File: src/rtl/trc_pkg.sv
package trc_pkg;
  localparam int REG_AW = 3;
  localparam int REG_DW = 32;

  localparam logic [REG_AW-1:0] A_CTRL  = 3'd0;
  localparam logic [REG_AW-1:0] A_STAT  = 3'd1;
  localparam logic [REG_AW-1:0] A_WPTR  = 3'd2;
  localparam logic [REG_AW-1:0] A_RPTR  = 3'd3;
  localparam logic [REG_AW-1:0] A_RDATA = 3'd4;
  localparam logic [REG_AW-1:0] A_TCNT  = 3'd5;
  localparam logic [REG_AW-1:0] A_DEPTH = 3'd6;
  localparam logic [REG_AW-1:0] A_WIDTH = 3'd7;
endpackage

File: src/rtl/trc_hold.sv
module trc_hold #(
  parameter int WIDTH = 24
) (
  input  logic             clk_i,
  input  logic             rst_ni,
  input  logic             load_i,
  input  logic [WIDTH-1:0] word_i,
  input  logic             trig_i,
  output logic             vld_o,
  output logic [WIDTH-1:0] word_o,
  output logic             trig_o
);
  logic             vld_q;
  logic [WIDTH-1:0] word_q;
  logic             trig_q;

  // drains every cycle: consumed or dropped by the controller
  always_ff @(posedge clk_i or negedge rst_ni) begin
    if (!rst_ni) begin
      vld_q  <= 1'b0;
      word_q <= '0;
      trig_q <= 1'b0;
    end else begin
      vld_q <= load_i;
      if (load_i) begin
        word_q <= word_i;
        trig_q <= trig_i;
      end
    end
  end

  assign vld_o  = vld_q;
  assign word_o = word_q;
  assign trig_o = trig_q;
endmodule

File: src/rtl/trc_ram.sv
module trc_ram #(
  parameter int DEPTH = 64,
  parameter int WIDTH = 24,
  localparam int AW = $clog2(DEPTH)
) (
  input  logic             clk_i,
  input  logic             rst_ni,
  input  logic             we_i,
  input  logic [AW-1:0]    waddr_i,
  input  logic [WIDTH-1:0] wdata_i,
  input  logic             re_i,
  input  logic [AW-1:0]    raddr_i,
  output logic [WIDTH-1:0] rdata_o
);
  logic [WIDTH-1:0] mem [DEPTH];
  logic [WIDTH-1:0] rdata_q;

  always_ff @(posedge clk_i) begin
    if (we_i) mem[waddr_i] <= wdata_i;
  end

  // read-before-write on address collision
  always_ff @(posedge clk_i or negedge rst_ni) begin
    if (!rst_ni)   rdata_q <= '0;
    else if (re_i) rdata_q <= mem[raddr_i];
  end

  assign rdata_o = rdata_q;
endmodule

File: src/rtl/trc_ctl.sv
module trc_ctl
  import trc_pkg::*;
#(
  parameter int DEPTH = 64,
  parameter int WIDTH = 24,
  localparam int AW = $clog2(DEPTH)
) (
  input  logic              clk_i,
  input  logic              rst_ni,
  input  logic [REG_AW-1:0] reg_addr_i,
  input  logic [REG_DW-1:0] reg_wdata_i,
  input  logic              reg_we_i,
  input  logic              reg_re_i,
  input  logic              hold_vld_i,
  input  logic              hold_trig_i,
  output logic              cap_on_o,
  output logic              ram_we_o,
  output logic [AW-1:0]     wptr_o,
  output logic              ram_re_o,
  output logic [AW-1:0]     rptr_o,
  output logic [REG_DW-1:0] rdata_o,
  output logic              sel_ram_o
);
  localparam logic [AW-1:0] PTR_LAST = AW'(DEPTH - 1);

  logic en_q, demux_q, full_q, trig_q, done_q;
  logic [AW-1:0] wptr_q, rptr_q;
  logic [REG_DW-1:0] tcnt_q;
  logic [REG_DW-1:0] rdata_q;
  logic sel_ram_q;

  logic wr_ctrl, wr_wptr, wr_rptr, wr_tcnt, rd_ram, en_rise, fire;
  logic [AW-1:0] wptr_inc, rptr_inc;
  logic [REG_DW-1:0] rd_mux;

  assign wr_ctrl  = reg_we_i && (reg_addr_i == A_CTRL);
  assign wr_wptr  = reg_we_i && (reg_addr_i == A_WPTR);
  assign wr_rptr  = reg_we_i && (reg_addr_i == A_RPTR);
  assign wr_tcnt  = reg_we_i && (reg_addr_i == A_TCNT);
  assign rd_ram   = reg_re_i && (reg_addr_i == A_RDATA);
  assign en_rise  = wr_ctrl && reg_wdata_i[0] && !en_q;
  assign cap_on_o = en_q && !done_q;
  assign fire     = hold_vld_i && cap_on_o;
  assign wptr_inc = (wptr_q == PTR_LAST) ? '0 : wptr_q + 1'b1;
  assign rptr_inc = (rptr_q == PTR_LAST) ? '0 : rptr_q + 1'b1;

  always_ff @(posedge clk_i or negedge rst_ni) begin
    if (!rst_ni) begin
      en_q    <= 1'b0;
      demux_q <= 1'b0;
    end else if (wr_ctrl) begin
      en_q    <= reg_wdata_i[0];
      demux_q <= reg_wdata_i[1];
    end
  end

  always_ff @(posedge clk_i or negedge rst_ni) begin
    if (!rst_ni) begin
      wptr_q <= '0;
      full_q <= 1'b0;
      trig_q <= 1'b0;
      done_q <= 1'b0;
    end else begin
      if (wr_wptr)   wptr_q <= reg_wdata_i[AW-1:0];
      else if (fire) wptr_q <= wptr_inc;

      if (en_rise) begin
        full_q <= 1'b0;
        trig_q <= 1'b0;
        done_q <= 1'b0;
      end else if (fire) begin
        if (wptr_q == PTR_LAST)          full_q <= 1'b1;
        if (hold_trig_i)                 trig_q <= 1'b1;
        if (trig_q && tcnt_q <= 32'd1)   done_q <= 1'b1;
      end
    end
  end

  always_ff @(posedge clk_i or negedge rst_ni) begin
    if (!rst_ni)                           tcnt_q <= '0;
    else if (wr_tcnt)                      tcnt_q <= reg_wdata_i;
    else if (fire && trig_q && tcnt_q != '0) tcnt_q <= tcnt_q - 32'd1;
  end

  always_ff @(posedge clk_i or negedge rst_ni) begin
    if (!rst_ni)     rptr_q <= '0;
    else if (wr_rptr) rptr_q <= reg_wdata_i[AW-1:0];
    else if (rd_ram)  rptr_q <= rptr_inc;
  end

  always_comb begin
    unique case (reg_addr_i)
      A_CTRL:  rd_mux = {30'b0, demux_q, en_q};
      A_STAT:  rd_mux = {28'b0, !hold_vld_i, done_q, trig_q, full_q};
      A_WPTR:  rd_mux = REG_DW'(wptr_q);
      A_RPTR:  rd_mux = REG_DW'(rptr_q);
      A_TCNT:  rd_mux = tcnt_q;
      A_DEPTH: rd_mux = REG_DW'(DEPTH);
      A_WIDTH: rd_mux = REG_DW'(WIDTH);
      default: rd_mux = '0;
    endcase
  end

  always_ff @(posedge clk_i or negedge rst_ni) begin
    if (!rst_ni) begin
      rdata_q   <= '0;
      sel_ram_q <= 1'b0;
    end else if (reg_re_i) begin
      rdata_q   <= rd_mux;
      sel_ram_q <= rd_ram;
    end
  end

  assign ram_we_o  = fire;
  assign wptr_o    = wptr_q;
  assign ram_re_o  = rd_ram;
  assign rptr_o    = rptr_q;
  assign rdata_o   = rdata_q;
  assign sel_ram_o = sel_ram_q;

  assert_full_sticky_R3: assert property (@(posedge clk_i) disable iff (!rst_ni)
    (full_q && !en_rise) |=> full_q);

  assert_trig_sticky_R4: assert property (@(posedge clk_i) disable iff (!rst_ni)
    (trig_q && !en_rise) |=> trig_q);

  assert_done_has_trig_R5: assert property (@(posedge clk_i) disable iff (!rst_ni)
    done_q |-> trig_q);

  assert_frozen_after_done_R6: assert property (@(posedge clk_i) disable iff (!rst_ni)
    (done_q && !wr_wptr) |=> $stable(wptr_q));

  assert_rptr_step_R8: assert property (@(posedge clk_i) disable iff (!rst_ni)
    (rd_ram && !wr_rptr) |=>
      (rptr_q == (($past(rptr_q) == PTR_LAST) ? '0 : $past(rptr_q) + 1'b1)));
endmodule

File: src/rtl/trace_capture_buf.sv
module trace_capture_buf
  import trc_pkg::*;
#(
  parameter int DEPTH = 64,
  parameter int WIDTH = 24
) (
  input  logic              clk_i,
  input  logic              rst_ni,
  input  logic              trace_valid_i,
  input  logic [WIDTH-1:0]  trace_word_i,
  input  logic              trace_trig_i,
  input  logic [REG_AW-1:0] reg_addr_i,
  input  logic [REG_DW-1:0] reg_wdata_i,
  input  logic              reg_we_i,
  input  logic              reg_re_i,
  output logic [REG_DW-1:0] reg_rdata_o
);
  localparam int AW = $clog2(DEPTH);

  logic             cap_on, hold_vld, hold_trig, ram_we, ram_re, sel_ram;
  logic [WIDTH-1:0] hold_word, ram_q;
  logic [AW-1:0]    wptr, rptr;
  logic [REG_DW-1:0] ctl_rdata;

  trc_hold #(.WIDTH(WIDTH)) u_hold (
    .clk_i  (clk_i),
    .rst_ni (rst_ni),
    .load_i (trace_valid_i && cap_on),
    .word_i (trace_word_i),
    .trig_i (trace_trig_i),
    .vld_o  (hold_vld),
    .word_o (hold_word),
    .trig_o (hold_trig)
  );

  trc_ctl #(.DEPTH(DEPTH), .WIDTH(WIDTH)) u_ctl (
    .clk_i       (clk_i),
    .rst_ni      (rst_ni),
    .reg_addr_i  (reg_addr_i),
    .reg_wdata_i (reg_wdata_i),
    .reg_we_i    (reg_we_i),
    .reg_re_i    (reg_re_i),
    .hold_vld_i  (hold_vld),
    .hold_trig_i (hold_trig),
    .cap_on_o    (cap_on),
    .ram_we_o    (ram_we),
    .wptr_o      (wptr),
    .ram_re_o    (ram_re),
    .rptr_o      (rptr),
    .rdata_o     (ctl_rdata),
    .sel_ram_o   (sel_ram)
  );

  trc_ram #(.DEPTH(DEPTH), .WIDTH(WIDTH)) u_ram (
    .clk_i   (clk_i),
    .rst_ni  (rst_ni),
    .we_i    (ram_we),
    .waddr_i (wptr),
    .wdata_i (hold_word),
    .re_i    (ram_re),
    .raddr_i (rptr),
    .rdata_o (ram_q)
  );

  assign reg_rdata_o = sel_ram ? REG_DW'(ram_q) : ctl_rdata;

  assert_hold_origin_R13: assert property (@(posedge clk_i) disable iff (!rst_ni)
    hold_vld |-> $past(trace_valid_i));
endmodule

File: config.mk
export PLATFORM = sky130hd
export DESIGN_NAME = trace_capture_buf
export DESIGN_NICKNAME = d
export VERILOG_FILES = /design/src/rtl/trc_pkg.sv /design/src/rtl/trc_hold.sv /design/src/rtl/trc_ram.sv /design/src/rtl/trc_ctl.sv /design/src/rtl/trace_capture_buf.sv
export SDC_FILE = /design/constraint.sdc
export NUM_CORES = 2
export LEC_CHECK = 0
export CORE_MARGIN = 1
export CORE_UTILIZATION = 30
export CTS_CLUSTER_DIAMETER = 60
export CTS_CLUSTER_SIZE = 16
export DETAILED_ROUTE_END_ITERATION = 10
export DONT_BUFFER_PORTS = 1
export GPL_TIMING_DRIVEN = 0
export PLACE_DENSITY_LB_ADDON = 0.15
export SETUP_SLACK_MARGIN = 0.3
export SLEW_MARGIN = 25
export SYNTH_ARGS = -nofsm -noshare
export SYNTH_HDL_FRONTEND = slang
export SYNTH_HIERARCHICAL = 1
export SYNTH_SLANG_ARGS = --single-unit
File: constraint.sdc
create_clock -name clk_i -period 4.2 [get_ports clk_i]
set_input_delay 0.21 -clock clk_i [delete_from_list [all_inputs] [get_ports clk_i]]
set_output_delay 0.21 -clock clk_i [all_outputs]
set_load 0.05 [all_outputs]
==> qor.csv <==
stage,metric,value,unit
yosys,synth_top_family_by_area,multiplexers,
yosys,yosysWarningCount,6,
routing,routedWlPerCell,29.6,um
flow_run,drv_cap,0,
yosys,syn_nets,3536,
placed_design,dp_cells,6414,
yosys,async_flop_share,7.91,%
critical_path,cpMostUsedCell,buf_2,
routing,drt-total-wl,200,mm
global_route,grtUsageTotal,17.9,%
timing,setup_violations,0,
placed_design,hpwl,138,mm
die,start_util,30.3,%
timing,period_share,92.2,%
yosys,netlist_area,65900,um2
critical_path,critical_path_class,register to register,
clock_tree,cts.clk_slew.worst_paths,0.07,ns
yosys,synth.top_cell.area_share,70.0,%
yosys,yosysTopAreaCell,edfxtp_1,
placed_design,gp_congestion,0.958,
die,io_pins,97,
finish,syn_to_final_growth,18.4,%
timing,skew,0.0363,ns
critical_path,crit_chain,"buf_2, buf_4, buf_2, buf_2, mux2i_1, nor2_1, o32ai_2, o221ai_1",
global_route,grt_max_degree,133,
critical_path,r2r_end,u_ram/rdata_o[4]$_DFFE_PN0P_,
routing,drt_first_pass_iters,6,
timing,max_slew.worst_pin.slew,1.12,ns
die,die_h,471,um
critical_path,cp.required,4.80,ns
outcome,status,"complete, no violations",
clock_tree,cts_buffers,142,
global_route,grt_overflow_total,0,
finish,nNetsFinal,3856,
yosys,synthTopCellsByArea,"edfxtp_1, mux4_2, dfrtp_1, mux2i_1, mux2_2",
critical_path,cp-end-kind,register,
finish,drive_gt1_share,25.1,%
pwr,powerDensity,583,nW/um2
yosys,synthAdderAreaFrac,0.0949,%
yosys,ys_ff_latch,1668,
finish,fin_cells,6744,
clock_tree,clock_path_buffers,3,
finish,num-fill-cells,20321,
routing,via_per_inst,5.06,
finish,final_core_util,35.8,%
timing,drv_slew,0,
die,die_w,471,um
routing,ant_nets,0,
global_route,grt_pass1_vias,34597,
die,rows,171,
clock_tree,clk_latency,0.80,ns
clock_tree,cts_max_level,4,
yosys,synth_seq_area_share,75.0,%
critical_path,arrival,4.47,ns
timing,finalCriticalPeriod,3.87,ns
timing,fmax,0.258,GHz
routing,vias,34112,
yosys,syn_area_per_cell,19.0,um2
die,die-area,222000,um2
yosys,synth_xor_area_share,0.399,%
routing,dr.first_iter.drc_count,3413,
critical_path,crit_path_max_fanout,10,
yosys,synth-compound-area-share,3.26,%
pwr,leakage,24.4,nW
global_route,grt_first_pass_wirelength,279,mm
yosys,synth_edf_count,1536,
critical_path,start_kind,register,
yosys,ys_types,66,
yosys,syn-instance-count,3466,
critical_path,r2r-start,u_ctl/rptr_o[4]$_DFFE_PN0P_,
clock_tree,ctsRootBufferMaster,clkbuf_16,
yosys,synth.mux.area_fraction,15.2,%
routing,drc_errors,0,
critical_path,max_stage_delay,0.65,ns
clock_tree,postCtsSetupBuffers,0,
timing,relSlewSlack,24.6,%
clock_tree,clock-sinks,1668,
critical_path,slowest_stage,mux2i_1,
worst_hold_path,hold_path.class,input pin to asynchronous set/reset pin,
placed_design,portBuffers,0,
yosys,synth_simple_gate_area_share,4.54,%
yosys,ys.flop_type,edfxtp_1,
timing,rsz0062_at_grt,true,
critical_path,r2r_cells,8,
pwr,irDropWorstVdd,0.461,mV
global_route,antenna_found_initial,15,
clock_tree,cts_tree,done,
timing,final_hold_viol_count,0,
die,core-area,218000,um2
critical_path,rrSetupSlack,0.33,ns
## repair_timing
item | in CTS | in global routing
gates resized for setup | 22 | 15
hold buffers | 81 | 0
endpoints found under the setup margin | 20 | 16
hold endpoints to repair | 239 | 0
## metal layers
| metal | vias to the layer above | wire length (um) | share of wire (%) | track usage, % |
|---|---|---|---|---|
| li1 | 14654 | - | - | - |
| met1 | 18319 | 92400 | 46 | 25.8 |
| met2 | 906 | 91400 | 46 | 27.6 |
| met3 | 229 | 9490 | 4.8 | 2.62 |
| met4 | 4 | 6170 | 3.1 | 5.94 |
| met5 | - | 27 | 0.014 | 0 |
## registers in the layout, summed over array words and instances, names as in the netlist, 6 cells and up
name / flops
u_ctl/rdata_o: 32
u_ctl/rptr_o: 6
u_ctl/tcnt_q: 32
u_ctl/wptr_o: 6
u_hold/word_o: 24
u_ram/mem: 1536
u_ram/rdata_o: 24
## power by group
group          internal, W  switching (W)
registers           0.0208        0.00136
logic              0.00320        0.00647
clock network      0.00738        0.00624
## area by class of cell
type | instances | area (um2) | share of cell area [%]
clock buffer | 177 | 3880 | 4.98
clock inverter | 63 | 763 | 0.978
sequential | 1668 | 49500 | 63.5
buffer | 194 | 988 | 1.27
inverter | 10 | 41.3 | 0.0529
tap | 2854 | 3570 | 4.58
multi-input combinational | 1594 | 16100 | 20.7
antenna | 8 | 20.0 | 0.0257
timing repair buffer | 176 | 3100 | 3.98
## critical path: cells and delay by family (launching register included)
kind	cells	cell delay, ns
and+or+nand+nor	1	0.11
buffers and inverters	4	1.65
DFF	1	0.47
AOI/OAI and AO/OA	2	0.79
muxes	1	0.65
## logic make-up (layout without fill, tap and decap cells)
kind of cell | Yosys count | count (layout)
compound gates | 316 | 316
xor+xnor | 30 | 30
fa+ha+maj | 5 | 5
buf+inv | 204 | 620
flops | 1668 | 1668
mux | 636 | 636
other cells | 0 | 8
simple gates | 607 | 607
## cell usage in the layout, fill, tap and decap left out, types with 17 or more instances in the layout
| cell | instances |
|---|---|
| mux2_4 | 20 |
| a211oi_1 | 48 |
| o21ai_0 | 28 |
| nand3_1 | 51 |
| mux2_2 | 151 |
| o32ai_2 | 17 |
| buf_16 | 66 |
| buf_2 | 72 |
| xor2_1 | 22 |
| dfrtp_4 | 24 |
| mux4_2 | 267 |
| dfrtp_1 | 108 |
| clkbuf_1 | 107 |
| o2bb2ai_1 | 25 |
| dlygate4sd3_1 | 80 |
| nor2_1 | 165 |
| a21oi_1 | 77 |
| o221ai_1 | 24 |
| o22ai_1 | 50 |
| clkbuf_16 | 150 |
| edfxtp_1 | 1536 |
| nor2_4 | 62 |
| mux2i_1 | 187 |
| nor4_1 | 56 |
| nor2b_1 | 86 |
| nand2_1 | 104 |
| buf_12 | 22 |
| a22oi_1 | 24 |
## Yosys cell counts (all sizes together), types with 9 or more instances
cell type,instances
a211oi,48
o221ai,24
o2bb2ai,25
inv,10
nand3,53
mux2,172
clkbuf,91
xor2,22
nor2b,86
nor4,58
dfrtp,132
mux2i,197
nand2,106
a21oi,77
o21ai,29
o32ai,23
nor3,16
a22oi,24
edfxtp,1536
nand4,9
nor2,227
o22ai,50
mux4,267
buf,103
## how the worst max path moves through the flow
stage                                      from  cells after the start                       endpoint  slack (ns)
global route        u_ctl/rptr_o[4]$_DFFE_PN0P_                      8   u_ram/rdata_o[4]$_DFFE_PN0P_        0.29
floorplan              u_ctl/done_q$_DFFE_PN0P_                      6     u_ram/mem[48][0]$_DFFE_PP_        0.85
finish              u_ctl/rptr_o[4]$_DFFE_PN0P_                      8   u_ram/rdata_o[4]$_DFFE_PN0P_        0.33
detailed placement  u_ctl/rptr_o[2]$_DFFE_PN0P_                      8  u_ram/rdata_o[14]$_DFFE_PN0P_       -0.54
CTS                 u_ctl/rptr_o[4]$_DFFE_PN0P_                      8   u_ram/rdata_o[3]$_DFFE_PN0P_        0.16
global placement         u_ctl/en_q$_DFFE_PN0P_                      6    u_ram/mem[48][14]$_DFFE_PP_       -1.83
## through the flow
stage	power (W)	hold slack, ns	setup TNS (ns)	instance area (um2)	setup slack, ns
finish	0.0455	0.0862	0	78000	0.326
global route	0.0471	0.0538	0	78000	0.286
CTS	0.0460	0.0149	0	77900	0.162
detailed placement	0.0321	-0.0823	-5.29	72300	-0.535
global placement	0.0315	-0.0823	-440.71	69500	-1.83
floorplan	0.0266	-0.0856	0	65900	0.845
(Power assumes the default switching activity.)
